File: src/rtl/erased_sector_detect.sv
module erased_sector_detect #(
  parameter int DATA_BYTES = 512,
  parameter int ECC_BYTES  = 13,
  parameter int LIMIT      = 8
) (
  input  logic                          clk,
  input  logic                          rst_n,
  input  logic                          start,
  input  logic                          in_valid,
  input  logic [7:0]                    in_byte,
  output logic                          wr_en,
  output logic [$clog2(DATA_BYTES)-1:0] wr_addr,
  output logic [7:0]                    wr_data,
  output logic                          done,
  output logic                          erased,
  output logic                          uncorrectable,
  output logic [$clog2(LIMIT+2)-1:0]    corr_bits
);
  localparam int TOTAL = DATA_BYTES + ECC_BYTES;
  localparam int IW    = $clog2(TOTAL + 1);
  localparam int AW    = $clog2(DATA_BYTES);
  localparam int CW    = $clog2(LIMIT + 2);
  localparam int SW    = CW + 4;
  localparam int SAT   = LIMIT + 1;

  typedef enum logic [1:0] {S_IDLE, S_RECV, S_EVAL, S_FILL} state_t;

  state_t          state;
  logic [IW-1:0]   idx;
  logic [AW-1:0]   faddr;
  logic [CW-1:0]   dcnt, ecnt;
  logic [3:0]      zeros;
  logic [CW:0]     total;
  logic            in_data;

  assign zeros   = 4'($countones(~in_byte));
  assign total   = {1'b0, dcnt} + {1'b0, ecnt};
  assign in_data = idx < IW'(DATA_BYTES);
  assign wr_en   = (state == S_FILL);
  assign wr_addr = faddr;
  assign wr_data = 8'hFF;

  function automatic logic [CW-1:0] sat_add(input logic [CW-1:0] c, input logic [3:0] z);
    logic [SW-1:0] s;
    s = SW'(c) + SW'(z);
    return (s > SW'(SAT)) ? CW'(SAT) : s[CW-1:0];
  endfunction

  always_ff @(posedge clk) begin
    if (!rst_n) begin
      state <= S_IDLE;
      idx <= '0;
      faddr <= '0;
      dcnt <= '0;
      ecnt <= '0;
      done <= 1'b0;
      erased <= 1'b0;
      uncorrectable <= 1'b0;
      corr_bits <= '0;
    end else begin
      done <= 1'b0;
      case (state)
        S_IDLE: if (start) begin
          state <= S_RECV;
          idx <= '0;
          dcnt <= '0;
          ecnt <= '0;
          erased <= 1'b0;
          uncorrectable <= 1'b0;
          corr_bits <= '0;
        end
        S_RECV: if (in_valid) begin
          if (in_data) dcnt <= sat_add(dcnt, zeros);
          else         ecnt <= sat_add(ecnt, zeros);
          idx <= idx + 1'b1;
          if (idx == IW'(TOTAL - 1)) state <= S_EVAL;
        end
        S_EVAL: begin
          if (total <= (CW+1)'(LIMIT)) begin
            if (dcnt != '0) begin
              state <= S_FILL;
              faddr <= '0;
            end else begin
              state <= S_IDLE;
              done <= 1'b1;
              erased <= 1'b1;
              corr_bits <= '0;
            end
          end else begin
            state <= S_IDLE;
            done <= 1'b1;
            uncorrectable <= 1'b1;
          end
        end
        S_FILL: begin
          if (faddr == AW'(DATA_BYTES - 1)) begin
            state <= S_IDLE;
            done <= 1'b1;
            erased <= 1'b1;
            corr_bits <= dcnt;
          end else begin
            faddr <= faddr + 1'b1;
          end
        end
        default: state <= S_IDLE;
      endcase
    end
  end

  a_r3_count_saturates: assert property (@(posedge clk) disable iff (!rst_n)
    (dcnt <= CW'(SAT)) && (ecnt <= CW'(SAT)));

  a_r8_done_single_cycle: assert property (@(posedge clk) disable iff (!rst_n)
    done |=> !done);

  a_r7_verdict_exclusive: assert property (@(posedge clk) disable iff (!rst_n)
    done |-> (erased != uncorrectable));

  a_r4_corr_within_limit: assert property (@(posedge clk) disable iff (!rst_n)
    (done && erased) |-> (corr_bits <= CW'(LIMIT)));

  a_r5_addr_ascends: assert property (@(posedge clk) disable iff (!rst_n)
    wr_en |=> (!wr_en || wr_addr == $past(wr_addr) + 1'b1));

  a_r6_no_write_before_clean_done: assert property (@(posedge clk) disable iff (!rst_n)
    (done && erased && corr_bits == '0) |-> !$past(wr_en));

  a_r7_no_write_before_uncorrectable: assert property (@(posedge clk) disable iff (!rst_n)
    (done && uncorrectable) |-> !$past(wr_en));
endmodule

File: config.mk
export PLATFORM = sky130hd
export DESIGN_NAME = erased_sector_detect
export DESIGN_NICKNAME = d
export VERILOG_FILES = /design/src/rtl/erased_sector_detect.sv
export SDC_FILE = /design/constraint.sdc
export NUM_CORES = 1
export LEC_CHECK = 0
export ABC_AREA = 1
export BUFFER_PORTS_ARGS = -buffer_cell sky130_fd_sc_hd__buf_2
export CAP_MARGIN = 20
export CORE_MARGIN = 2
export CORE_UTILIZATION = 32
export CTS_CLUSTER_DIAMETER = 200
export CTS_CLUSTER_SIZE = 16
export DETAILED_ROUTE_END_ITERATION = 8
export GPL_TIMING_DRIVEN = 0
export HOLD_SLACK_MARGIN = 0.12
export PLACE_DENSITY = 0.51
export SYNTH_ARGS = -nofsm -noshare
export SYNTH_HDL_FRONTEND = slang
export SYNTH_SLANG_ARGS = --single-unit
File: constraint.sdc
create_clock -name clk -period 4.8 [get_ports clk]
set_clock_uncertainty 0.15 [all_clocks]
set_input_delay 0.72 -clock clk [delete_from_list [all_inputs] [get_ports clk]]
set_output_delay 0.72 -clock clk [all_outputs]
set_load 0.01 [all_outputs]
# Word level (Yosys, flattened, before mapping)
# Cells that the tools add are included.
# word_totals
ff_bits,36
in_bits,12
out_inout_bits,25
wordCells,93
# op_classes
add_sub_neg,12
n_lt_le_gt_ge,4
n_eq_ne,16
n_mux,38
n_bitwise,1
n_reduce_logical,13
# op_table
cell,count
2-to-1 mux 4 bit,10
2-to-1 mux 9 bit,3
2-to-1 mux 10 bit,2
"inequality test 2 bit, second input constant",10
one-hot mux 10 bit (2 select lines),1
one-hot mux 9 bit (2 select lines),1
one-hot mux 4 bit (2 select lines),2
AND reduction 4 bit,4
adder 4 x 4 -> 5 bit,3
2-to-1 mux 2 bit,6
one-hot mux 4 bit (3 select lines),1
"adder 10 x 1 -> 10 bit, second input constant",1
"equality test 10 bit, second input constant",1
"greater-than comparator 5 x 4 -> 1 bit, second input constant",2
"less-than comparator 10 bit, second input constant",1
"adder 9 x 1 -> 9 bit, second input constant",1
"equality test 9 bit, second input constant",1
adder 1 x 1 -> 2 bit,4
2-to-1 mux 1 bit,8
inverter 8 bit,1
one-hot mux 2 bit (4 select lines),1
adder 2 x 2 -> 3 bit,2
AND reduction 3 bit,2
nonzero test 2 bit,3
11 further kinds,13

# Logic depth before layout (Yosys ltp)
# depth
ltp_word,10
depth_mapped,18
mapped_depth_nobuf,18

# Least setup slack after synthesis
# OpenSTA, ideal clock, no wires.
# synth_path
kind,input to register
startpoint,input port in_byte[0]
endpoint,register dcnt[0]
setup_ns,0.070
arrival_ns,4.027
required_time_ns,4.580
path_slack_ns,0.554
stages,18
n_path_buf,0
path_cell_list,inv_1 > fa_1 > fa_1 > fa_1 > ha_1 > inv_1 > fa_1 > inv_1 > ha_1 > nand2_1 > inv_1 > o21ai_0 > nand2_1 > nand2_1 > nand2_1 > o21ai_0 > nand2_1 > a21oi_1
# synth_via
elab_chain_cells,10
# synth_lines
element,line,source
from (decl),10,"input logic [7:0] in_byte,"
inverter 8 bit (*),36,assign zeros = 4'($countones(~in_byte));
adder 1 x 1 -> 2 bit (not written as such) (*),36,
adder 2 x 2 -> 3 bit (not written as such) (*),36,
adder 3 x 3 -> 4 bit (not written as such) (*),36,
adder 4 x 4 -> 5 bit (*),45,s = SW'(c) + SW'(z);
greater-than comparator 5 x 4 -> 1 bit,46,return (s > SW'(SAT)) ? CW'(SAT) : s[CW-1:0];
2-to-1 mux 4 bit (*),46,
2-to-1 mux 4 bit (*),73,"if (in_data) dcnt <= sat_add(dcnt, zeros);"
2-to-1 mux 4 bit (*),72,S_RECV: if (in_valid) begin
one-hot mux 4 bit (2 select lines) (*),62,case (state)
to (signal assigned),73,
to (decl),31,"logic [CW-1:0] dcnt, ecnt;"
# Mark *: on every way between the ends. The rest lies on a longest branch, timed or not. The select of a mux whose other input is x is not followed.
# A chain may end at the register's enable or synchronous reset.

# Final worst setup path
# Same ends and word-level chain as after synthesis.

==> impl_metrics.toml <==
[place]
numPortBuffers = 28
dpl.hpwl_mm = 4.33
place.gp.congestion = 0.803

[sta]
finalCriticalPeriod_ps = 4260
rsz0062_at_grt = "no"
finalCritPeriodShare_pct = 88.8
slew_violations = 0
tns_ps = 0
hold_viol_final = 0
max_freq_mhz = 234
setup_viol = 0
fin_hold_ws_ps = 313
relSlewSlack_pct = 62.5
max_slew.worst_pin.slew_ps = 563

[floorplan]
initial_core_util_pct = 32.7
dieArea_sq_um = 8590
core_region_area_sq_um = 7690
fp-row-count = 32
ios = 37
die_w_microns = 92.7
die_h_microns = 92.7

[clock_network]
cts_tree = "built"
cts_setup_buffers = 0
clk_pin_slew_worst_paths_ps = 80
cts_hold_buffers = 0
cts_buffers = 5
cts-root-buf = "clkbuf_8"
clock_latency_ps = 290
htree_num_levels = 2
cts_buffer_depth = 2
clock-sinks = 36
cts_resized = 0

[pwr]
p_comb_share_pct = 34.4
p_leak_nw = 1.36
swShare_pct = 36.5
clkPwrFrac_pct = 29.0
peakVddDrop_v = 0.000124
power.density_nw_per_um2 = 314
p_sw_mw = 0.334
p_int_mw = 0.581
p_seq_share_pct = 36.6

[cells_and_area]
syn2layout_area_growth_pct = 16.0
multiInputGateArea_sq_um = 1550
mostFrequentLayoutCell = "nand2_1"
final_cell_mix = "nand2_1, inv_1, dfxtp_1"
n_antenna_cell = 0
drive_gt1_share_pct = 17.2
seqCellArea_sq_um = 721
fillCellCount = 844
nets = 427

[logic_synthesis]
synth_top_family_by_area = "simple AND/OR/NAND/NOR gates"
synth-seq-cells = 36
synth_area_per_cell_sq_um = 7.25
async_flop_share_pct = 0
synth_edf_count = 0
synth_compound_area_share_pct = 11.0
yosysSeqAreaShare_pct = 28.6
synth_cells = 347
ys_types = 32
synth_fa_ha_area_share_pct = 15.0
synthMuxAreaShare_pct = 0
synth_xor_area_share_pct = 2.44
synth_ff_type = "dfxtp_1"
synth.cell_area_sq_um = 2520
yosys.area_share.simple_pct = 32.0
yosysWarnings = 0

[critical_path]
worstSetupEndpointType = "flip-flop"
path_class = "in2reg"
cp.required_ps = 4870
critPathLaunchType = "input pin"
r2r_cells = 12
crit_fanout = 4
critPathArrivalTime_ps = 4340

[global_routing]
first_global_vias = 2138
grt_first_pass_wirelength_mm = 9.59
grt_remaining_overflow = 0
grt_max_degree = 12
grt_util_all_layers_pct = 13.8
antenna_found_initial = 0

[worst_hold_path]
hp-class = "reg2reg"
worstHoldPathCells = 2

[job]
drv_cap = 0

[routing]
drc = 0
detail-route-antenna-nets = 0
post_drt_wl_per_cell_microns = 11.2
drt-initial-drc-count = 44
finalWirelength_mm = 5.52
vias = 2226
vias_per_cell = 4.52
drt_pass1_iterations = 4

[outcome]
status = "completed"
## worst paths after layout
check	start	endpoint	slack (ps)
worst max-delay path	in_byte[0]	dcnt[0]$_SDFFE_PN0P_	540
worst min-delay path	uncorrectable$_SDFFE_PN0P_	uncorrectable$_SDFFE_PN0P_	310
worst max register to register	dcnt[0]$_SDFFE_PN0P_	wr_addr[0]$_SDFFE_PN0P_	2380
worst min register to register	uncorrectable$_SDFFE_PN0P_	uncorrectable$_SDFFE_PN0P_	310
## metrics by stage
step	std cells	cell area, sq um	total power, mW	setup slack, ps	utilization, %
2_1_floorplan	354	2540	0.587	554	-
3_3_place_gp	484	2810	0.655	255	36.6
3_5_place_dp	484	2810	0.660	190	36.6
4_1_cts	492	2920	0.928	509	38.0
5_1_grt	492	2920	0.988	228	38.0
6_report	492	2920	0.915	535	38.0
## flip-flops by register name, summed over array words and instances, names as in the netlist
| register | count |
|---|---|
| idx | 10 |
| wr_addr | 9 |
| corr_bits | 4 |
| dcnt | 4 |
| ecnt | 4 |
| state | 2 |
| done | 1 |
| erased | 1 |
| uncorrectable | 1 |
## cells in the mapped netlist, drive strengths merged (2+ instances only)
library cell | instances | area share [%]
nor3 | 11 | 3.7
ha | 19 | 9.4
nand2 | 87 | 15
xor2 | 4 | 1.4
nand4 | 12 | 3.6
xnor2 | 3 | 1.0
buf | 8 | 2.4
dfxtp | 36 | 29
o21ai | 12 | 2.4
a21oi | 36 | 7.3
fa | 7 | 5.6
nor2 | 29 | 5.0
inv | 54 | 8.1
nand3 | 22 | 4.8
clkbuf | 2 | 0.30
## routing by layer
metal,vias up,wire (microns),global-route usage [%]
met5,-,0,0
met4,0,47,3.55
met3,5,240,2.85
met2,41,2380,22.1
met1,988,2840,18.9
li1,1192,-,-
## power groups by stage
stage,clock (mW),sequential [mW],combinational [mW]
after detailed placement,0,0.342,0.318
after floorplan,0,0.338,0.249
after global routing,0.287,0.338,0.363
after global placement,0,0.342,0.314
final,0.265,0.334,0.315
after CTS,0.275,0.335,0.319
## final cells by class
class | instances | share of cell area, %
multi-input cells | 254 | 53.2
flip-flops and latches | 36 | 24.7
inverters | 54 | 6.95
repair buffers | 28 | 4.80
well taps | 102 | 4.37
clock buffers | 6 | 2.49
plain buffers | 10 | 2.32
clock inverters | 2 | 1.20
## cells by family (layout without fill, tap and decap cells)
logic type	count (synthesis)	after routing
flip-flops	36	36
XOR/XNOR	7	7
AO/OA/AOI/OAI	51	51
buffers and inverters	64	100
other	1	8
adder cells (fa/ha/maj)	26	26
AND/OR/NAND/NOR	162	162
## worst max-delay path, stage by stage
cell	delay, ps
buf_2	70
inv_1	40
fa_1	560
fa_1	450
fa_1	520
ha_1	160
inv_1	50
fa_1	470
inv_1	100
ha_1	280
nand2_1	60
inv_1	30
o21ai_0	200
nand2_1	90
nand2_1	60
nand2_1	90
o21ai_0	160
nand2_1	80
a21oi_1	130
Note: power is estimated with default switching activity, not from simulation.
